[src/rtl/fcr_pkg.sv]
package fcr_pkg;
  localparam int DW = 32;
  localparam int AW = 32;

  // word offsets of the register map
  localparam int OFS_STATUS  = 0;
  localparam int OFS_VALID   = 1;
  localparam int OFS_MMADDR  = 2;
  localparam int OFS_BUSADDR = 3;

  // status word bit positions (software decodes these)
  localparam int BIT_FORCED = 30;
  localparam int BIT_VTBL   = 1;

  // internal status vector indices
  localparam int NSTAT   = 2;
  localparam int ST_VTBL = 0;
  localparam int ST_FRC  = 1;

  // address capture channels; index is also the bit in the valid word
  localparam int NCH    = 2;
  localparam int CH_MM  = 0;
  localparam int CH_BUS = 1;
endpackage

[src/rtl/fcr_sticky.sv]
module fcr_sticky #(
  parameter int W = 2
) (
  input  logic         clk,
  input  logic         rst_n,
  input  logic [W-1:0] set_i,
  input  logic [W-1:0] clr_i,
  output logic [W-1:0] q_o
);
  logic [W-1:0] q;

  // a set in the same cycle as a clear leaves the flag at 1
  always_ff @(posedge clk) begin
    if (!rst_n) q <= '0;
    else        q <= (q & ~clr_i) | set_i;
  end

  assign q_o = q;
endmodule

[src/rtl/fcr_addr_cap.sv]
module fcr_addr_cap #(
  parameter int AW = 32
) (
  input  logic          clk,
  input  logic          rst_n,
  input  logic          fault_i,
  input  logic [AW-1:0] addr_i,
  input  logic          clr_i,
  output logic          valid_o,
  output logic [AW-1:0] addr_o
);
  logic          valid_q;
  logic [AW-1:0] addr_q;
  logic          take;

  // only the first fault after the flag was cleared is recorded
  assign take = fault_i & ~valid_q;

  fcr_sticky #(.W(1)) u_vld (
    .clk  (clk),
    .rst_n(rst_n),
    .set_i(fault_i),
    .clr_i(clr_i),
    .q_o  (valid_q)
  );

  always_ff @(posedge clk) begin
    if (!rst_n)    addr_q <= '0;
    else if (take) addr_q <= addr_i;
  end

  assign valid_o = valid_q;
  assign addr_o  = addr_q;
endmodule

[src/rtl/fcr_rd_mux.sv]
module fcr_rd_mux
  import fcr_pkg::*;
#(
  parameter int OFS_W = 3
) (
  input  logic [OFS_W-1:0] ofs_i,
  input  logic [NSTAT-1:0] stat_i,
  input  logic [NCH-1:0]   valid_i,
  input  logic [AW-1:0]    mm_addr_i,
  input  logic [AW-1:0]    bus_addr_i,
  output logic [DW-1:0]    data_o
);
  logic [DW-1:0] stat_word;
  logic [DW-1:0] valid_word;

  always_comb begin
    stat_word             = '0;
    stat_word[BIT_FORCED] = stat_i[ST_FRC];
    stat_word[BIT_VTBL]   = stat_i[ST_VTBL];
    valid_word            = '0;
    valid_word[NCH-1:0]   = valid_i;
  end

  always_comb begin
    case (int'(ofs_i))
      OFS_STATUS:  data_o = stat_word;
      OFS_VALID:   data_o = valid_word;
      OFS_MMADDR:  data_o = mm_addr_i;
      OFS_BUSADDR: data_o = bus_addr_i;
      default:     data_o = '0;
    endcase
  end
endmodule

[src/rtl/fault_capture_regs.sv]
module fault_capture_regs
  import fcr_pkg::*;
#(
  parameter int OFS_W = 3
) (
  input  logic             clk,
  input  logic             rst_n,
  input  logic             forced_evt,
  input  logic             vecttbl_evt,
  input  logic             mm_fault,
  input  logic [AW-1:0]    mm_addr,
  input  logic             bus_fault,
  input  logic [AW-1:0]    bus_addr,
  input  logic             reg_wr,
  input  logic             reg_rd,
  input  logic [OFS_W-1:0] reg_ofs,
  input  logic [DW-1:0]    reg_wdata,
  output logic [DW-1:0]    reg_rdata
);
  logic             wr_stat, wr_valid;
  logic [NSTAT-1:0] stat_set, stat_clr, stat_q;
  logic [NCH-1:0]   ch_fault, ch_clr, ch_valid;
  logic [AW-1:0]    ch_addr_in [NCH];
  logic [AW-1:0]    ch_addr    [NCH];
  logic [DW-1:0]    rd_data;
  logic [DW-1:0]    rdata_q;

  assign wr_stat  = reg_wr && (int'(reg_ofs) == OFS_STATUS);
  assign wr_valid = reg_wr && (int'(reg_ofs) == OFS_VALID);

  // status flags: bit 31 and reserved bits of the write data are ignored
  always_comb begin
    stat_set          = '0;
    stat_set[ST_FRC]  = forced_evt;
    stat_set[ST_VTBL] = vecttbl_evt;
    stat_clr          = '0;
    stat_clr[ST_FRC]  = wr_stat & reg_wdata[BIT_FORCED];
    stat_clr[ST_VTBL] = wr_stat & reg_wdata[BIT_VTBL];
  end

  fcr_sticky #(.W(NSTAT)) u_stat (
    .clk  (clk),
    .rst_n(rst_n),
    .set_i(stat_set),
    .clr_i(stat_clr),
    .q_o  (stat_q)
  );

  // channel inputs gathered so the capture slices are generated
  always_comb begin
    ch_fault           = '0;
    ch_fault[CH_MM]    = mm_fault;
    ch_fault[CH_BUS]   = bus_fault;
    ch_addr_in[CH_MM]  = mm_addr;
    ch_addr_in[CH_BUS] = bus_addr;
  end

  generate
    for (genvar c = 0; c < NCH; c++) begin : g_ch
      assign ch_clr[c] = wr_valid & reg_wdata[c];

      fcr_addr_cap #(.AW(AW)) u_cap (
        .clk    (clk),
        .rst_n  (rst_n),
        .fault_i(ch_fault[c]),
        .addr_i (ch_addr_in[c]),
        .clr_i  (ch_clr[c]),
        .valid_o(ch_valid[c]),
        .addr_o (ch_addr[c])
      );
    end
  endgenerate

  fcr_rd_mux #(.OFS_W(OFS_W)) u_mux (
    .ofs_i     (reg_ofs),
    .stat_i    (stat_q),
    .valid_i   (ch_valid),
    .mm_addr_i (ch_addr[CH_MM]),
    .bus_addr_i(ch_addr[CH_BUS]),
    .data_o    (rd_data)
  );

  always_ff @(posedge clk) begin
    if (!rst_n)      rdata_q <= '0;
    else if (reg_rd) rdata_q <= rd_data;
  end

  assign reg_rdata = rdata_q;
endmodule

[config.mk]
export PLATFORM = sky130hd
export DESIGN_NAME = fault_capture_regs
export DESIGN_NICKNAME = d
export VERILOG_FILES = /design/src/rtl/fcr_pkg.sv /design/src/rtl/fcr_sticky.sv /design/src/rtl/fcr_addr_cap.sv /design/src/rtl/fcr_rd_mux.sv /design/src/rtl/fault_capture_regs.sv
export SDC_FILE = /design/constraint.sdc
export NUM_CORES = 1
export LEC_CHECK = 0
export BUFFER_PORTS_ARGS = -buffer_cell sky130_fd_sc_hd__buf_4
export CORE_ASPECT_RATIO = 1.4
export CORE_MARGIN = 5
export CORE_UTILIZATION = 45
export CTS_BUF_LIST = sky130_fd_sc_hd__clkbuf_4
export CTS_CLUSTER_SIZE = 12
export DETAILED_ROUTE_END_ITERATION = 16
export PLACE_DENSITY = 0.83
export SLEW_MARGIN = 20
export SYNTH_ARGS = -nofsm -noshare
export SYNTH_HDL_FRONTEND = slang
export SYNTH_SLANG_ARGS = --single-unit
[constraint.sdc]
create_clock -name clk -period 1.2 [get_ports clk]
set_input_delay 0 -clock clk [delete_from_list [all_inputs] [get_ports clk]]
set_output_delay 0 -clock clk [all_outputs]
set_load 0.01 [all_outputs]
==> metrics <==
outcome completed; Max transition margin 77.7%; synthesized instance count 480; part of the Yosys area used for sequential elements 47.4%; source-to-sink clock delay at the later pin of the worst-skew pair 450 ps; initial DRC count 159; wire length after detailed routing 12,000 um; CP endpoint kind flip-flop; worst reg2reg path endpoint g_ch[0].u_cap.addr_o[17]$_SDFFE_PN0P_; type of the setup path with the least slack in -> reg; number of synthesized register bits 100; worst-case vdd ir drop 0.610 mV; CTS tree done; number of antenna-violating nets in the routed design 0; startpoint class of the critical path primary input; required time at the worst-slack endpoint 1550 ps; ranking of synthesized cells by instance count 130 x sky130_fd_sc_hd__nand2_1, 100 x sky130_fd_sc_hd__dfxtp_1, 49 x sky130_fd_sc_hd__a21boi_0, 33 x sky130_fd_sc_hd__inv_1, 32 x sky130_fd_sc_hd__mux2i_1; Finished Layout Cells 774; DP Wirelength 7540 um; transition time at the pin with the least slew margin 335 ps; max-slew violation count 0; Congestion Overflow GR 0; crit path time final 1150 ps; full die area 11,400 um^2; fmax 869 MHz; count of buffers added by post-CTS timing repair for setup 0; Synth-to-Final Area Change 42.5%; Netlist Area Pre-Place 4220 um^2; cell types with the largest area share after synthesis sky130_fd_sc_hd__dfxtp_1 47%, sky130_fd_sc_hd__nand2_1 12%, sky130_fd_sc_hd__a21boi_0 8.7%; average via count per standard cell 5.10; final layout net count 765; DR DRC count 0; via count of the first global-routing pass 4,136; static leakage 2.56 nW; average wire per standard cell 15.4 um; Top-Level Pins 139; largest net degree at the start of global routing 47; clock-pin slew reported for the worst setup and hold paths after clock tree synthesis 150 ps; Yosys cell types 30; number of buffers created by CTS 9; net count after synthesis 587; number of core rows 41; setup repair after global routing missed its margin false; Power per Cell Area 1010 nW/um^2; total of buffers placed on input and output ports 109; share of final-layout standard cells stronger than drive strength 1 22.8%; worst clock skew 17.6 ps; overall global routing resource usage 20.7%; worst hold path stage count 4; critical hold path startpoint reg_ofs[0]; horizontal die dimension 91.9 um; highest net fanout along the worst path 7; number of flops mapped to enable cells by yosys 0; dominant cell type by area after synthesis sky130_fd_sc_hd__dfxtp_1; Final Hold Violating Endpoints 0; Hold Crit Endpoint reg_rdata[30]$_SDFFE_PN0P_; antenna violations before repair 4; share of flip-flops with an asynchronous set or reset 0%; wire length of the first global-routing pass 19,100 um; number of buffers between clock root and the deepest sink 2; vias post-DR 3,950; clk sinks 100; flip-flop cell with the highest count after synthesis sky130_fd_sc_hd__dfxtp_1; depth of the most critical reg-to-reg path 4; ratio of final minimum period to clock period 95.9%; number of maximum-capacitance constraint violations 0; Syn Area/Cell 8.80 um^2; die span in y 125 um; most frequent cell after synthesis sky130_fd_sc_hd__nand2_1; H-tree levels 3; Final setup violation count 0; class of the tightest hold or removal check in -> reg; routability-driven placement congestion ratio 0.807; Placed Cells incl. Taps 677; critical path arrival 1500 ps; startpoint of the worst-slack reg-to-reg timing path g_ch[0].u_cap.u_vld.q_o$_SDFF_PN0_; minimum setup slack among reg-to-reg paths 90 ps; area share of the largest cell type after synthesis 47.4%; Initial Util 46.5%; library cell used as clock root buffer sky130_fd_sc_hd__clkbuf_4; CORE AREA 9080 um^2; final total negative setup slack 0 ps; Ys Warns 0; number of detailed-routing iterations run before antenna repair 4
-- where the power goes --
group	total [W]	switching [W]	leakage, nW	internal, W
registers	0.00354	0.0000775	0.817	0.00347
logic	0.00105	0.000456	1.68	0.000591
clock network	0.00148	0.00105	0.0634	0.000430
total	0.00607	0.00159	2.56	0.00449
-- final cells by class --
type                    instances  area, um^2
well taps                     107         134
flip-flops and latches        100        2000
repair buffers                203        1770
fillers                       689        3060
clock buffers                  10        75.1
inverters                      33         124
multi-input cells             311        1870
diodes                          4        10.0
clock inverters                 6        31.3
-- timing repair --
action                                  4_1_cts  5_1_grt
hold buffers                                 77        0
gates resized for setup                       0       10
endpoints found under the hold margin        74        0
endpoints found under the setup margin        0       21
-- layer usage --
metal | global-route usage (%) | wire length, um
met1 | 21.3 | 4450
met2 | 37.8 | 6490
met3 | 3.38 | 513
met4 | 13.2 | 500
met5 | 0 | 0
-- registers in the layout, indices dropped and copies added (netlist names) --
signal	cells
g_ch.u_cap.addr_o	64
u_stat.q_o	2
g_ch.u_cap.u_vld.q_o	2
reg_rdata	32
-- logic make-up (layout without fill, tap and decap cells) --
family,count (synthesis),count (layout),synth area share (%)
DFF,100,100,47.4
other,0,4,0
muxes,33,33,7.94
AOI/OAI and AO/OA,107,107,17.8
and+or+nand+nor,171,171,18.0
buffers and inverters,69,252,8.80
-- through the flow --
step | worst slack [ps] | total power, W | cell area [um^2] | utilization [%] | hold slack (ps)
floorplan | 261 | 0.00407 | 4220 | - | 100
global placement | 152 | 0.00440 | 5100 | 56.1 | 198
detailed placement | 98.6 | 0.00443 | 5100 | 56.1 | 202
CTS | 30.2 | 0.00609 | 5970 | 65.8 | 54.7
global route | 14.3 | 0.00636 | 6020 | 66.3 | 158
finish | 49.5 | 0.00607 | 6020 | 66.3 | 84.4
-- worst max-delay path by stage --
stage                                       endpoint  slack, ps                          startpoint
6_report                  reg_rdata[30]$_SDFFE_PN0P_         50                               rst_n
5_1_grt         g_ch[1].u_cap.addr_o[1]$_SDFFE_PN0P_         10  g_ch[1].u_cap.u_vld.q_o$_SDFF_PN0_
4_1_cts                   reg_rdata[30]$_SDFFE_PN0P_         30                               rst_n
3_5_place_dp   g_ch[0].u_cap.addr_o[18]$_SDFFE_PN0P_        100  g_ch[0].u_cap.u_vld.q_o$_SDFF_PN0_
3_3_place_gp    g_ch[0].u_cap.addr_o[4]$_SDFFE_PN0P_        150  g_ch[0].u_cap.u_vld.q_o$_SDFF_PN0_
2_1_floorplan  g_ch[0].u_cap.addr_o[10]$_SDFFE_PN0P_        260  g_ch[0].u_cap.u_vld.q_o$_SDFF_PN0_
-- critical path, stage by stage --
cell,delay [ps]
sky130_fd_sc_hd__dlygate4sd3_1,550
sky130_fd_sc_hd__buf_6,140
sky130_fd_sc_hd__nor2b_4,130
sky130_fd_sc_hd__dlygate4sd3_1,550
sky130_fd_sc_hd__nand2_1,70
sky130_fd_sc_hd__o21ai_0,60
-- layout by cell type, fill, tap and decap left out, types with 2 or more instances in the layout --
master and n:
sky130_fd_sc_hd__nand2_1 130, sky130_fd_sc_hd__buf_4 119, sky130_fd_sc_hd__dfxtp_1 99, sky130_fd_sc_hd__dlygate4sd3_1 77, sky130_fd_sc_hd__a21boi_0 48, sky130_fd_sc_hd__inv_1 33
sky130_fd_sc_hd__mux2i_1 32, sky130_fd_sc_hd__o22ai_1 29, sky130_fd_sc_hd__and2_1 29, sky130_fd_sc_hd__a21boi_1 16, sky130_fd_sc_hd__clkbuf_4 10, sky130_fd_sc_hd__o21ai_0 5
sky130_fd_sc_hd__diode_2 4, sky130_fd_sc_hd__a31oi_1 4, sky130_fd_sc_hd__clkinv_2 4, sky130_fd_sc_hd__buf_6 3, sky130_fd_sc_hd__buf_12 3, sky130_fd_sc_hd__nor3_1 2
sky130_fd_sc_hd__nor2b_2 2
(Power assumes the default switching activity.)
